`src/rtl/pwr_wake_pkg.sv`:
```
// Package: shared constants and the sequencer state type.
// Assumes: three wake sources, whose index order is also the bit order of the cause register.
package pwr_wake_pkg;

    localparam int N_WAKE_SRC = 3;
    localparam int SRC_RESUME = 0;
    localparam int SRC_PIN    = 1;
    localparam int SRC_PIN2   = 2;

    typedef enum logic [1:0] {
        PW_RUN       = 2'd0,
        PW_DOWN      = 2'd1,
        PW_OSC_START = 2'd2,
        PW_PLL_WAIT  = 2'd3
    } pw_state_e;

endpackage

```
`src/rtl/pwr_wake_sync.sv`:
```
// Module: pwr_wake_sync
// Synchronises each wake input through a flop chain and decodes it into an
// "active" level using a per-source polarity bit and a per-source mask.
// Assumes: STAGES >= 2; polarity and mask are quasi-static configuration.
module pwr_wake_sync #(
    parameter int N      = 3,
    parameter int STAGES = 2
) (
    input  logic         clk,
    input  logic         rst_n,
    input  logic [N-1:0] raw,
    input  logic [N-1:0] pol,
    input  logic [N-1:0] mask,
    output logic [N-1:0] act
);

    for (genvar g = 0; g < N; g++) begin : g_src
        logic [STAGES-1:0] shreg;

        // Shift the raw pin into the synchroniser; reset to the inactive level.
        always_ff @(posedge clk) begin
            if (!rst_n) begin
                shreg <= {STAGES{~pol[g]}};
            end else begin
                shreg <= {shreg[STAGES-2:0], raw[g]};
            end
        end

        assign act[g] = (shreg[STAGES-1] == pol[g]) && !mask[g];
    end

endmodule

```
`src/rtl/pwr_wake_timer.sv`:
```
// Module: pwr_wake_timer
// Loadable down-counter that times the oscillator start and PLL lock windows.
// Assumes: a load value of K makes done rise after K further clock edges.
module pwr_wake_timer #(
    parameter int CW = 8
) (
    input  logic          clk,
    input  logic          rst_n,
    input  logic          load,
    input  logic [CW-1:0] load_val,
    output logic          done
);

    logic [CW-1:0] cnt_q;

    // Load on request, otherwise count down and hold at zero.
    always_ff @(posedge clk) begin
        if (!rst_n) begin
            cnt_q <= '0;
        end else if (load) begin
            cnt_q <= load_val;
        end else if (cnt_q != '0) begin
            cnt_q <= cnt_q - 1'b1;
        end
    end

    assign done = (cnt_q == '0);

endmodule

```
`src/rtl/pwr_wake_fsm.sv`:
```
// Module: pwr_wake_fsm
// Four-state sequencer: running, powered down, oscillator start, PLL wait.
// Drives the timer, latches the sources seen at wake, and issues the
// interrupt pulse together with the cause bits to set.
// Assumes: the power-down write strobe is honoured only while running.
module pwr_wake_fsm
    import pwr_wake_pkg::*;
#(
    parameter int N           = 3,
    parameter int CW          = 8,
    parameter int OSC_CYCLES  = 8,
    parameter int LOCK_CYCLES = 16
) (
    input  logic          clk,
    input  logic          rst_n,
    input  logic          pd_write,
    input  logic          pd_bit,
    input  logic [N-1:0]  act,
    input  logic          tmr_done,
    output pw_state_e     state,
    output logic          tmr_load,
    output logic [CW-1:0] tmr_val,
    output logic          irq,
    output logic [N-1:0]  cause_set
);

    localparam logic [CW-1:0] OSC_LOAD  = CW'(OSC_CYCLES - 1);
    localparam logic [CW-1:0] LOCK_LOAD = CW'(LOCK_CYCLES - 1);

    pw_state_e    state_q, state_d;
    logic [N-1:0] src_q, src_d;
    logic         irq_q, irq_d;
    logic         any_act;

    assign any_act = |act;

    // Next-state, timer load and interrupt decision.
    always_comb begin
        state_d   = state_q;
        src_d     = src_q;
        irq_d     = 1'b0;
        cause_set = '0;
        tmr_load  = 1'b0;
        tmr_val   = '0;
        unique case (state_q)
            PW_RUN: begin
                if (pd_write && pd_bit) begin
                    if (any_act) begin
                        irq_d     = 1'b1;
                        cause_set = act;
                    end else begin
                        state_d = PW_DOWN;
                    end
                end
            end
            PW_DOWN: begin
                if (any_act) begin
                    state_d  = PW_OSC_START;
                    src_d    = act;
                    tmr_load = 1'b1;
                    tmr_val  = OSC_LOAD;
                end
            end
            PW_OSC_START: begin
                if (tmr_done) begin
                    state_d  = PW_PLL_WAIT;
                    tmr_load = 1'b1;
                    tmr_val  = LOCK_LOAD;
                end
            end
            PW_PLL_WAIT: begin
                if (tmr_done) begin
                    state_d   = PW_RUN;
                    irq_d     = 1'b1;
                    cause_set = src_q;
                end
            end
            default: state_d = PW_RUN;
        endcase
    end

    // State, latched wake sources and the interrupt pulse register.
    always_ff @(posedge clk) begin
        if (!rst_n) begin
            state_q <= PW_RUN;
            src_q   <= '0;
            irq_q   <= 1'b0;
        end else begin
            state_q <= state_d;
            src_q   <= src_d;
            irq_q   <= irq_d;
        end
    end

    assign state = state_q;
    assign irq   = irq_q;

endmodule

```
`src/rtl/pwr_wake_cause.sv`:
```
// Module: pwr_wake_cause
// Sticky wake cause register: clear on request, set wins over clear.
// Assumes: set is driven in the same cycle that schedules the interrupt pulse.
module pwr_wake_cause #(
    parameter int N = 3
) (
    input  logic         clk,
    input  logic         rst_n,
    input  logic [N-1:0] set,
    input  logic         clr,
    output logic [N-1:0] cause
);

    logic [N-1:0] cause_q;

    // Accumulate set bits; a clear drops only the bits not being set.
    always_ff @(posedge clk) begin
        if (!rst_n) begin
            cause_q <= '0;
        end else begin
            cause_q <= (cause_q & ~{N{clr}}) | set;
        end
    end

    assign cause = cause_q;

endmodule

```
`src/rtl/pwr_wake_seq.sv`:
```
// Module: pwr_wake_seq (top)
// Power-down and wakeup sequencer. Gates the oscillator and PLL enables on
// a software request and restores them in order on a wake from any of three
// sources, raising the interrupt only after the PLL lock window.
// Assumes: clk is always on; OSC_START_CYCLES >= 1, PLL_LOCK_CYCLES >= 1,
// SYNC_STAGES >= 2.
module pwr_wake_seq
    import pwr_wake_pkg::*;
#(
    parameter int OSC_START_CYCLES = 8,
    parameter int PLL_LOCK_CYCLES  = 9600,
    parameter int SYNC_STAGES      = 2
) (
    input  logic                  clk,
    input  logic                  rst_n,
    input  logic                  pd_write,
    input  logic                  pd_bit,
    input  logic                  bus_resume,
    input  logic                  wake_pin,
    input  logic                  wake2_pin,
    input  logic [N_WAKE_SRC-1:0] wake_pol,
    input  logic                  wake2_gpio,
    input  logic                  cause_clr,
    output logic                  osc_en,
    output logic                  pll_en,
    output logic                  clk_en,
    output logic                  wake_irq,
    output logic [N_WAKE_SRC-1:0] wake_cause
);

    localparam int MAX_CYC = (OSC_START_CYCLES > PLL_LOCK_CYCLES) ?
                             OSC_START_CYCLES : PLL_LOCK_CYCLES;
    localparam int CW      = $clog2(MAX_CYC + 1);

    logic [N_WAKE_SRC-1:0] raw_w, mask_w, act_w, set_w;
    logic                  tmr_load, tmr_done;
    logic [CW-1:0]         tmr_val;
    pw_state_e             state;

    // Gather the wake pins in source-index order and mask the shared pin.
    always_comb begin
        raw_w             = '0;
        mask_w            = '0;
        raw_w[SRC_RESUME] = bus_resume;
        raw_w[SRC_PIN]    = wake_pin;
        raw_w[SRC_PIN2]   = wake2_pin;
        mask_w[SRC_PIN2]  = wake2_gpio;
    end

    pwr_wake_sync #(
        .N      (N_WAKE_SRC),
        .STAGES (SYNC_STAGES)
    ) sync_i (
        .clk   (clk),
        .rst_n (rst_n),
        .raw   (raw_w),
        .pol   (wake_pol),
        .mask  (mask_w),
        .act   (act_w)
    );

    pwr_wake_timer #(
        .CW (CW)
    ) timer_i (
        .clk      (clk),
        .rst_n    (rst_n),
        .load     (tmr_load),
        .load_val (tmr_val),
        .done     (tmr_done)
    );

    pwr_wake_fsm #(
        .N           (N_WAKE_SRC),
        .CW          (CW),
        .OSC_CYCLES  (OSC_START_CYCLES),
        .LOCK_CYCLES (PLL_LOCK_CYCLES)
    ) fsm_i (
        .clk       (clk),
        .rst_n     (rst_n),
        .pd_write  (pd_write),
        .pd_bit    (pd_bit),
        .act       (act_w),
        .tmr_done  (tmr_done),
        .state     (state),
        .tmr_load  (tmr_load),
        .tmr_val   (tmr_val),
        .irq       (wake_irq),
        .cause_set (set_w)
    );

    pwr_wake_cause #(
        .N (N_WAKE_SRC)
    ) cause_i (
        .clk   (clk),
        .rst_n (rst_n),
        .set   (set_w),
        .clr   (cause_clr),
        .cause (wake_cause)
    );

    // Enable decode from the sequencer state.
    always_comb begin
        osc_en = (state != PW_DOWN);
        pll_en = (state == PW_RUN) || (state == PW_PLL_WAIT);
        clk_en = (state == PW_RUN);
    end

endmodule

```
`config.mk`:
```
export PLATFORM = sky130hd
export DESIGN_NAME = pwr_wake_seq
export DESIGN_NICKNAME = d
export VERILOG_FILES = /design/src/rtl/pwr_wake_pkg.sv /design/src/rtl/pwr_wake_sync.sv /design/src/rtl/pwr_wake_timer.sv /design/src/rtl/pwr_wake_fsm.sv /design/src/rtl/pwr_wake_cause.sv /design/src/rtl/pwr_wake_seq.sv
export SDC_FILE = /design/constraint.sdc
export NUM_CORES = 1
export LEC_CHECK = 0
export ABC_AREA = 0
export BUFFER_PORTS_ARGS = -buffer_cell sky130_fd_sc_hd__clkbuf_2
export CAP_MARGIN = 20
export CORE_UTILIZATION = 50
export DETAILED_ROUTE_END_ITERATION = 16
export PLACE_DENSITY = 0.7
export REMOVE_ABC_BUFFERS = 1
export SLEW_MARGIN = 10
export SYNTH_ARGS = -nofsm -noshare
export SYNTH_HDL_FRONTEND = slang
export SYNTH_HIERARCHICAL = 1
export SYNTH_SLANG_ARGS = --single-unit
export TNS_END_PERCENT = 10
```
`constraint.sdc`:
```
create_clock -name clk -period 4.91 [get_ports clk]
set_input_delay 0.2455 -clock clk [delete_from_list [all_inputs] [get_ports clk]]
set_output_delay 0.2455 -clock clk [all_outputs]
set_load 0.05 [all_outputs]
```
Word level (Yosys, flattened, before mapping)

Index checks and enable logic that the tools add are counted.

Add/sub/neg operators: 1
Reductions and logical operators: 11
Eq/ne operators: 12
Mux-type cells: 23
Bitwise operators: 6

Operator list:

| cell                  | number |
|---|---|
| $mux 14               | 3 |
| $pmux 14 s2           | 1 |
| $mux 2                | 8 |
| $logic_not 14->1      | 1 |
| $reduce_bool 14->1    | 1 |
| $sub 14x1->14 const B | 1 |
| $mux 3                | 4 |
| $ne 2x1->1 const B    | 5 |
| $pmux 2 s4            | 1 |
| $pmux 3 s2            | 1 |
| $reduce_and 5->1      | 1 |
| $eq 2x2->1 const B    | 2 |
| $pmux 1 s2            | 2 |
| $and 3x3->3           | 1 |
| $eq 1x1->1            | 3 |
| $mux 1                | 3 |
| $not 1->1             | 3 |
| $not 3->3             | 1 |
| $or 3x3->3            | 1 |
| $reduce_or 3->1       | 1 |
| $eq 2x1->1 const B    | 1 |
| $logic_and 1x1->1     | 2 |
| $logic_not 2->1       | 1 |
| $ne 2x2->1 const B    | 1 |
| other kinds (4)       | 4 |

Flip-flop bits (word level): 29
Output and inout bits: 7
Bits of input ports: 12
Logic and storage cells: 61

Logic depth before layout (Yosys ltp)

Gate-level depths: netlist of the first run.

Word-level depth: 7
Mapped depth: 12
Depth with buffers taken out: 10

By module

Netlist of the first run, hierarchy kept.

Modules (own cells, without submodules):

| module         | area each (sq um) | cells each | sequential area each (sq um) | instances |
|---|---|---|---|---|
| pwr_wake_timer | 820.8             | 101        | 280.3                        | 1 |
| pwr_wake_fsm   | 484.2             | 56         | 120.1                        | 1 |
| pwr_wake_sync  | 229.0             | 25         | 120.1                        | 1 |
| pwr_wake_cause | 101.3             | 9          | 60.1                         | 1 |
| pwr_wake_seq   | 43.8              | 7          | 0.0                          | 1 |

Worst setup path before layout of the first run

Ideal clock, no wire load.

Path kind: register to register
Start point: reg timer_i.cnt_q[0]
End point: reg timer_i.cnt_q[7]
Buffers on the path: 2
Required time: 4.788 ns
Slack: 1.902 ns
Cell stages (with the launch flop): 13
Clock period less this slack: 3.008 ns
Data arrival time: 2.887 ns
Library setup time: 0.122 ns
Path through: dfxtp_1 > inv_1 > ha_1 > or4b_4 > or4_1 > buf_2 > inv_2 > and3_1 > o21bai_1 > inv_1 > buf_2 > o21ai_0 > a21oi_2

Word-level cells in the longest chain between the ends: 4
Elaborated cells between the ends (all ways): 8
Those cells by class: add/sub: 1; mux: 4; reduce/logical: 3

Ends and longest elaborated chain:

| what                                                | RTL line             | text |
|---|---|---|
| from (decl)                                         | pwr_wake_timer.sv:14 | `logic [CW-1:0] cnt_q;` |
| from (signal assigned)                              | pwr_wake_timer.sv:21 | `cnt_q <= load_val;` |
| from (signal assigned)                              | pwr_wake_timer.sv:23 | `cnt_q <= cnt_q - 1'b1;` |
| $logic_not 14->1 *                                  | pwr_wake_timer.sv:27 | `assign done = (cnt_q == '0);` |
| named net tmr_done                                  | pwr_wake_seq.sv:36   | `logic tmr_load, tmr_done;` |
| $mux 1 *                                            | pwr_wake_fsm.sv:65   | `if (tmr_done) begin` |
| $pmux 1 s2 *                                        | pwr_wake_fsm.sv:45   | `unique case (state_q)` |
| named net tmr_load                                  | pwr_wake_seq.sv:36   |  |
| $mux 14 / $reduce_bool 2->1 (equally long branches) | -                    |  |

The timed path passes the listed nets; every way through them passes the cells marked *. The select of a mux whose other input is x is not followed.
A chain may end at the register's enable or synchronous reset.

Worst setup path in the final report of the first run

Start point: reg timer_i.cnt_q[0]
End point: reg timer_i.cnt_q[11]

The elaborated chain is that of the path after synthesis.

==> results of run 1 <==
[state kept, by name, indices dropped and copies added (netlist names)]
register / count
cause_i/cause: 3
fsm_i/irq: 1
fsm_i/state: 2
timer_i/cnt_q: 14
sync_i/g_src.shreg: 6
fsm_i/src_q: 3
[worst paths after layout]
| check | slack (ns) | to |
|---|---|---|
| worst max-delay path | 1.42 | timer_i/cnt_q[11]$_SDFFE_PN0P_ |
| worst min-delay path | 0.10 | sync_i/g_src[2].shreg[0]$_DFF_P_ |
| worst max register to register | 1.42 | timer_i/cnt_q[11]$_SDFFE_PN0P_ |
| worst min register to register | 0.44 | sync_i/g_src[2].shreg[1]$_DFF_P_ |
[synth_stat cells (2+ instances only)]
library cell | number | area, sq um
o21a_1 | 5 | 37.54
buf_6 | 2 | 22.52
o21ai_0 | 13 | 65.06
a21oi_2 | 2 | 17.52
a21oi_1 | 8 | 40.04
a32oi_1 | 3 | 26.28
xor2_1 | 5 | 43.79
and3_1 | 2 | 12.51
inv_1 | 10 | 37.54
nand3_1 | 9 | 45.04
nand4_1 | 2 | 12.51
buf_2 | 4 | 20.02
nand2b_1 | 2 | 12.51
buf_4 | 13 | 97.59
o21ai_2 | 2 | 17.52
nor2_1 | 12 | 45.04
o21ai_1 | 2 | 10.01
nor2b_1 | 8 | 50.05
nand2_1 | 10 | 37.54
a22oi_1 | 3 | 22.52
conb_1 | 2 | 7.510
nor4_1 | 4 | 25.02
ha_1 | 7 | 87.58
or3_1 | 6 | 37.54
dfxtp_1 | 29 | 580.6
or4_1 | 5 | 37.54
mux2i_1 | 2 | 20.02
[worst register-to-register path, cell delays in order (launching register included)]
cell and delay, ns:
dfxtp_1 0.36, inv_1 0.09, ha_1 0.21, or4b_4 0.49, or4_1 0.71, inv_2 0.20
and3_1 0.33, o21bai_1 0.32, inv_1 0.35, o21ai_0 0.24, a311oi_1 0.06
[layout by cell type (no fill, tap or decap), types with 2 or more instances in the layout]
master / n
dfxtp_1: 29
clkbuf_2: 18
o21ai_0: 13
nor2_1: 12
inv_1: 10
nand2_1: 10
nand3_1: 9
nor2b_1: 8
a21oi_1: 8
ha_1: 7
conb_1: 6
or3_1: 6
o21a_1: 5
clkbuf_4: 5
xor2_1: 5
or4_1: 5
nor4_1: 4
a32oi_1: 3
a22oi_1: 3
clkbuf_8: 2
and3_1: 2
nand2b_1: 2
a21oi_2: 2
mux2i_1: 2
o21ai_2: 2
o21ai_1: 2
nand4_1: 2
[through the flow]
| stage | hold slack [ns] | std cells |
|---|---|---|
| floorplan | 0.3244 | 181 |
| global placement | 0.4172 | 243 |
| detailed placement | 0.4188 | 243 |
| CTS | 0.08694 | 251 |
| global route | 0.09853 | 252 |
| finish | 0.1020 | 252 |
[kinds of logic (layout without fill, tap and decap cells)]
family | after synthesis | after routing | share of synthesized area, %
flops | 29 | 29 | 34.58
compound gates | 50 | 50 | 20.05
other cells | 2 | 6 | 0.4473
mux | 2 | 2 | 1.192
buf+inv | 32 | 38 | 11.33
fa+ha+maj | 7 | 7 | 5.216
simple gates | 70 | 70 | 24.07
xor+xnor | 6 | 6 | 3.130
[final cells by class]
cell class              count  area, sq um  area share [%]
inverters                  11        41.29           2.335
flip-flops and latches     29        580.6           32.84
well taps                  44        55.05           3.114
multi-input cells         141        923.4           52.23
repair buffers             19        97.59           5.520
clock buffers               7        65.06           3.680
clock inverters             1        5.005          0.2831
[per-layer routing]
layer | up-vias | global-route usage [%] | wire length [microns]
met1 | 625 | 29.55 | 1611
met4 | 0 | 9.967 | 44
met3 | 4 | 6.494 | 141
met2 | 32 | 32.38 | 1445
met5 | - | 0 | 0
li1 | 710 | - | -
[power by group through the flow]
stage / clock network [mW] / registers, mW / logic (mW)
3_3_place_gp: 0 / 0.386 / 0.508
6_report: 0.170 / 0.382 / 0.520
2_1_floorplan: 0 / 0.371 / 0.407
4_1_cts: 0.177 / 0.380 / 0.514
5_1_grt: 0.186 / 0.395 / 0.577
3_5_place_dp: 0 / 0.386 / 0.510
==> flow_summary_export.csv, run 1 <==
group,metric,value,unit
detailed_routing,vias,1371,
global_routing,grt_use_total,22.01,%
clock_network,clock_latency,0.34,ns
placement,post-place-ws,1.135,ns
clock_network,cts.reportedPaths.clkPinSlew,0.09,ns
power_and_ir_drop,share_clk_of_total_power,15.9,%
floorplan,fp.dieW,59.95,microns
status,status,"completed",
final_layout,final_core_density,56.52,%
yosys,synth_edf_count,0,
critical_path,worstSetupPathType,"reg -> reg",
critical_path,critical-path-top-cell-by-count,"inv_1",
floorplan,ios,19,
power_and_ir_drop,overall_power,1.072,mW
sta,maxClockFrequency,286.9,MHz
yosys,ys_dominant_reg_cell,"dfxtp_1",
yosys,synth_seq_cells,29,
yosys,ys_async_sr_fraction,0,%
clock_network,htree_num_levels,2,
critical_path,worst_setup_path_end_kind,"flop",
detailed_routing,drt.antenna.violating_nets,0,
floorplan,floorplan.core_area,0.003128,sq mm
global_routing,first_global_vias,1231,
critical_path,critPathLaunchType,"flop",
floorplan,die_area,0.003594,sq mm
placement,io_buffers,18,
sta,hold_violations,0,
critical_path,cp.buffers_inverters,3,
clock_network,tritoncts.num_buffers,5,
yosys,post_synthesis_cell_count,198,
final_layout,share_of_cells_above_drive_strength_1,16.35,%
sta,finalMaxSlewViolations,0,
critical_path,crit_path_top_delay_cell,"or4_1",
placement,routabilityCongestion,0.9376,
clock_network,postCtsSetupRepairBufs,0,
sta,finalCriticalPeriod,3.485,ns
yosys,synth_area_per_cell,8.480,sq um
sta,setup_viol,0,
critical_path,worst_setup_path_startpoint,"timer_i/cnt_q[0]$_SDFFE_PN0P_",
worst_hold_path,holdCritStartpoint,"wake2_pin",
power_and_ir_drop,p_int,0.6016,mW
global_routing,antenna_found_initial,0,
detailed_routing,post_drt_via_cell_ratio,5.440,
yosys,synth.lib_cells_used.distinct,53,
yosys,synth-seq-area-share,34.58,%
power_and_ir_drop,netSwitchingPower,0.4704,mW
final_layout,final_cell_area,0.001768,sq mm
critical_path,critical-path-max-stage-delay,0.71,ns
global_routing,leftover_overflow_at_the_end_of_global_routing,0,
job,count_of_maximum_capacitance_violations,0,
power_and_ir_drop,power.sequential.fraction,35.6,%
detailed_routing,wl_per_cell,12.87,microns
placement,dpl.hpwl,2281,microns
power_and_ir_drop,leakage,0.7160,nW
clock_network,clock_sink_count,29,
clock_network,cts_tree,"done",
critical_path,reg2regPathDepth,10,
clock_network,post_cts_resize_count,0,
critical_path,crit_cells,10,
placement,detailed_place.area,0.001690,sq mm
final_layout,num-nets-final,226,
critical_path,regToRegStartpoint,"timer_i/cnt_q[0]$_SDFFE_PN0P_",
yosys,syn-cell-area,0.001679,sq mm
detailed_routing,drt-initial-drc-count,97,
sta,final.setup.tns,0,ns
power_and_ir_drop,comb_power_share,48.5,%
sta,worstMarginPinSlew,0.7124,ns
global_routing,grt_pass1_wl,5761,microns
floorplan,die_h,59.95,microns
clock_network,cts_hold_repair.buffers,0,
critical_path,timing.critical_path.cells,"inv_1 -> ha_1 -> or4b_4 -> or4_1 -> inv_2 -> and3_1 -> o21bai_1 -> inv_1 -> o21ai_0 -> a311oi_1",
floorplan,rows,20,
critical_path,timing.critical_path.fanout_max,14,
power_and_ir_drop,pwr_density_cell,606.4,mW/mm^2
yosys,synth_warnings,6,
global_routing,grt_start_max_net_pins,42,
power_and_ir_drop,sw_frac_of_total,43.88,%
final_layout,relative_area_change_from_synthesis_to_final_layout,5.291,%
detailed_routing,detailedRoute.firstPassIterationCount,4,
sta,worst_clock_skew,0.009292,ns
power_and_ir_drop,worst_ir_drop_vdd,197.7,uV
critical_path,critical_path_arrival,3.69,ns
floorplan,starting_density,53.68,%
final_layout,n_antenna_cell,0,
critical_path,timing.critical_path.max_delay_family,"simple AND/OR/NAND/NOR gates",
clock_network,clk_root_buffer_cell,"clkbuf_4",
worst_hold_path,number_of_instances_on_the_worst_hold_path,3,
sta,setup_ws,1.425,ns
sta,max_slew_margin,52.51,%
sta,rsz_0062_raised_after_global_routing,"false",
detailed_routing,wl,3243,microns
detailed_routing,drc_errors,0,
clock_network,cts_buffer_depth,2,
worst_hold_path,timing.hold.worst.class,"in -> reg",
sta,min_period_over_period,70.99,%
final_layout,fill_cells,298,
critical_path,crit_required,5.11,ns
Power figures use the tool's default switching activity.
==> run 2: changes to the inputs <==
ABC_AREA = 1   (was 0)
PLACE_DENSITY = 0.72   (was 0.7)
clock period = 3 ns   (was 4.91 ns; I/O delays follow)
==> run 2 against run 1 <==
Net effect: sequential share of layout area shrank 4.9 points; synthesized area grew 13%; fmax grew 49%; combinational power grew 110%; setup slack lost 0.76 ns; via count grew 22%; register-to-register slack lost 0.76 ns; die area grew 13%; worst hold slack lost 0.040 ns; global-route usage shrank 1.5 points; utilization grew 0.32 points; clock skew shrank 0.0019 ns; largest power group unchanged.
==> flow_summary_export.csv, run 2 <==
group,metric,value,unit
status,status,"completed",
power_and_ir_drop,p_int,1.115,mW
clock_network,post_cts_resize_count,0,
sta,setup_viol,0,
floorplan,ios,19,
sta,final.hold.worst_slack,0.06184,ns
final_layout,relative_area_change_from_synthesis_to_final_layout,9.552,%
floorplan,die_area,0.004049,sq mm
critical_path,critical_path_arrival,2.49,ns
yosys,synth_warnings,6,
detailed_routing,drc_errors,0,
clock_network,postCtsSetupRepairBufs,0,
worst_hold_path,timing.hold.worst.class,"in -> reg",
global_routing,grt_pass1_wl,6486,microns
sta,min_period_over_period,77.73,%
worst_hold_path,number_of_instances_on_the_worst_hold_path,3,
final_layout,final_core_density,56.84,%
yosys,synth_seq_cells,29,
yosys,synth-seq-area-share,30.57,%
detailed_routing,wl_per_cell,9.772,microns
power_and_ir_drop,power.sequential.fraction,26.5,%
critical_path,reg2regPathDepth,14,
yosys,ys_dominant_reg_cell,"dfxtp_1",
critical_path,timing.critical_path.fanout_max,19,
sta,finalMaxSlewViolations,0,
placement,placed_cells_incl_taps,348,
final_layout,num-nets-final,326,
final_layout,share_of_cells_above_drive_strength_1,21.10,%
yosys,syn-cell-area,0.001899,sq mm
final_layout,registers_with_the_most_flip_flops,"timer_i/cnt_q: 14 flops, sync_i/g_src.shreg: 6 flops",
sta,max_slew_margin,63.62,%
detailed_routing,detailedRoute.firstPassIterationCount,4,
placement,io_buffers,18,
clock_network,tritoncts.num_buffers,5,
sta,final.setup.tns,0,ns
job,count_of_maximum_capacitance_violations,0,
clock_network,cts_tree,"done",
final_layout,largest_reg_flops,14,
yosys,synth_top_cell_by_area,"dfxtp_1",
critical_path,worst_setup_path_end_kind,"flop",
floorplan,die_h,63.64,microns
yosys,ys_async_sr_fraction,0,%
yosys,synth_edf_count,0,
yosys,ys_top_cells_by_count,"nand2_1 (89), inv_1 (33), dfxtp_1 (29), nor2_1 (27), a21oi_1 (20)",
yosys,post_synth_main_area_contributors,"dfxtp_1 (31%), nand2_1 (18%), inv_1 (6.5%)",
clock_network,clock_sink_count,29,
final_layout,n_antenna_cell,0,
sta,worstMarginPinSlew,0.5437,ns
sta,hold_violations,0,
floorplan,rows,22,
placement,routabilityCongestion,0.8264,
sta,maxClockFrequency,428.8,MHz
sta,rsz_0062_raised_after_global_routing,"false",
yosys,synth_area_per_cell,6.505,sq um
critical_path,crit_path_top_delay_cell,"dfxtp_1",
clock_network,cts_hold_repair.buffers,0,
power_and_ir_drop,worst_ir_drop_vdd,385.0,uV
global_routing,grt.met1_usage,24.92,%
clock_network,cts_buffer_depth,2,
final_layout,layout_common_cells,"nand2_1 (89), inv_1 (33), dfxtp_1 (29)",
placement,dpl.hpwl,2655,microns
critical_path,crit_required,3.16,ns
final_layout,mostFrequentLayoutCell,"nand2_1",
power_and_ir_drop,leakage,1.034,nW
detailed_routing,drt-initial-drc-count,90,
global_routing,first_global_vias,1570,
clock_network,clock_latency,0.28,ns
detailed_routing,post_drt_via_cell_ratio,4.691,
yosys,synthDominantCellAreaShare,30.57,%
power_and_ir_drop,overall_power,2.056,mW
detailed_routing,vias,1670,
power_and_ir_drop,sw_frac_of_total,45.77,%
yosys,synthMostInstantiatedCell,"nand2_1",
floorplan,starting_density,51.88,%
power_and_ir_drop,pwr_density_cell,988.2,mW/mm^2
power_and_ir_drop,netSwitchingPower,0.9410,mW
global_routing,top_usage_layer,"met2",
detailed_routing,wl,3479,microns
global_routing,global_route.usage.met3,5.978,%
clock_network,clk_root_buffer_cell,"clkbuf_8",
critical_path,critPathLaunchType,"flop",
global_routing,grtUsageMet2,35.11,%
clock_network,htree_num_levels,2,
clock_network,cts.reportedPaths.clkPinSlew,0.06,ns
yosys,synth.lib_cells_used.distinct,28,
sta,worst_clock_skew,0.007407,ns
power_and_ir_drop,comb_power_share,53.3,%
critical_path,timing.critical_path.cells,"inv_2 -> ha_1 -> nand2_2 -> nor2_4 -> nand2_4 -> nor2_4 -> nand2_1 -> nor2_1 -> nand2_1 -> a21oi_1 -> inv_2 -> or2_2 -> nand3_1 -> nor2_1",
power_and_ir_drop,share_clk_of_total_power,20.2,%
floorplan,floorplan.core_area,0.003661,sq mm
global_routing,antenna_found_initial,0,
final_layout,ff_latch_area,580.6,sq um
critical_path,critical-path-max-stage-delay,0.33,ns
floorplan,fp.dieW,63.64,microns
global_routing,grt_use_total,20.53,%
global_routing,leftover_overflow_at_the_end_of_global_routing,0,
sta,finalCriticalPeriod,2.332,ns
final_layout,multi_input_comb_area,0.001060,sq mm
final_layout,finalNonFillerCells,356,
final_layout,largest_register,"timer_i/cnt_q",
yosys,post_synthesis_cell_count,292,
final_layout,fill_cells,369,
critical_path,worstSetupPathType,"reg -> reg",
global_routing,grt_start_max_net_pins,20,
detailed_routing,drt.antenna.violating_nets,0,
## run 2: cell types whose count changed in the layout (fill, tap and decap cells not counted), moves of 8 or more
cell and delta:
a21oi_1 +12, inv_1 +23, inv_2 +9, nand2_1 +79, nor2_1 +15, nor2_2 +8
nor2b_1 -8
## run 2: routing by layer
layer	vias to the layer above	share of wire (%)
met5	-	0
met4	0	0.95
met3	2	3.3
met2	28	48
met1	735	48
li1	905	-
## run 2: per-stage QoR
step | setup WS (ns) | instance area [sq um]
detailed placement | 0.6970 | 1964
floorplan | 0.2377 | 1807
CTS | 0.6603 | 2081
finish | 0.6681 | 2081
global route | 0.3955 | 2081
global placement | 0.7907 | 1964
## run 2: cell families (layout without fill, tap and decap cells)
kind of cell	Yosys count	after routing	synth area share, %
and+or+nand+nor	164	164	41.37
buffers and inverters	59	71	14.43
AOI/OAI and AO/OA	30	30	8.169
DFF	29	29	30.57
adders and majority gates	7	7	4.611
other	2	6	0.3954
xor gates and xnor gates	1	1	0.4612
## run 2: cell type report
type / instances / share of cell area, %
flip-flops and latches: 29 / 27.90
inverters: 44 / 7.998
multi-input cells: 208 / 50.93
repair buffers: 19 / 4.690
clock inverters: 1 / 1.443
clock buffers: 7 / 4.149
well taps: 48 / 2.886
## run 2: path summary, 6_finish.rpt
path	start	to	slack [ns]
worst max register to register	timer_i/cnt_q[0]$_SDFFE_PN0P_	timer_i/cnt_q[9]$_SDFFE_PN0P_	0.67
worst min register to register	sync_i/g_src[2].shreg[0]$_DFF_P_	sync_i/g_src[2].shreg[1]$_DFF_P_	0.43
worst max-delay path	timer_i/cnt_q[0]$_SDFFE_PN0P_	timer_i/cnt_q[9]$_SDFFE_PN0P_	0.67
worst min-delay path	wake2_pin	sync_i/g_src[2].shreg[0]$_DFF_P_	0.06
## run 2: critical path, delay by kind of cell (launching register included)
family,cells,cell delay (ns)
AO/OA/AOI/OAI,1,0.22
adder cells (fa/ha/maj),1,0.22
buffers and inverters,2,0.27
flip-flops,1,0.33
AND/OR/NAND/NOR,10,1.18
## run 2: power groups by stage
stage	sequential, mW	combinational (mW)	clock, mW
floorplan	0.552	0.903	0
detailed placement	0.554	1.10	0
global placement	0.552	1.09	0
global route	0.558	1.25	0.451
CTS	0.546	1.11	0.433
finish	0.544	1.10	0.415
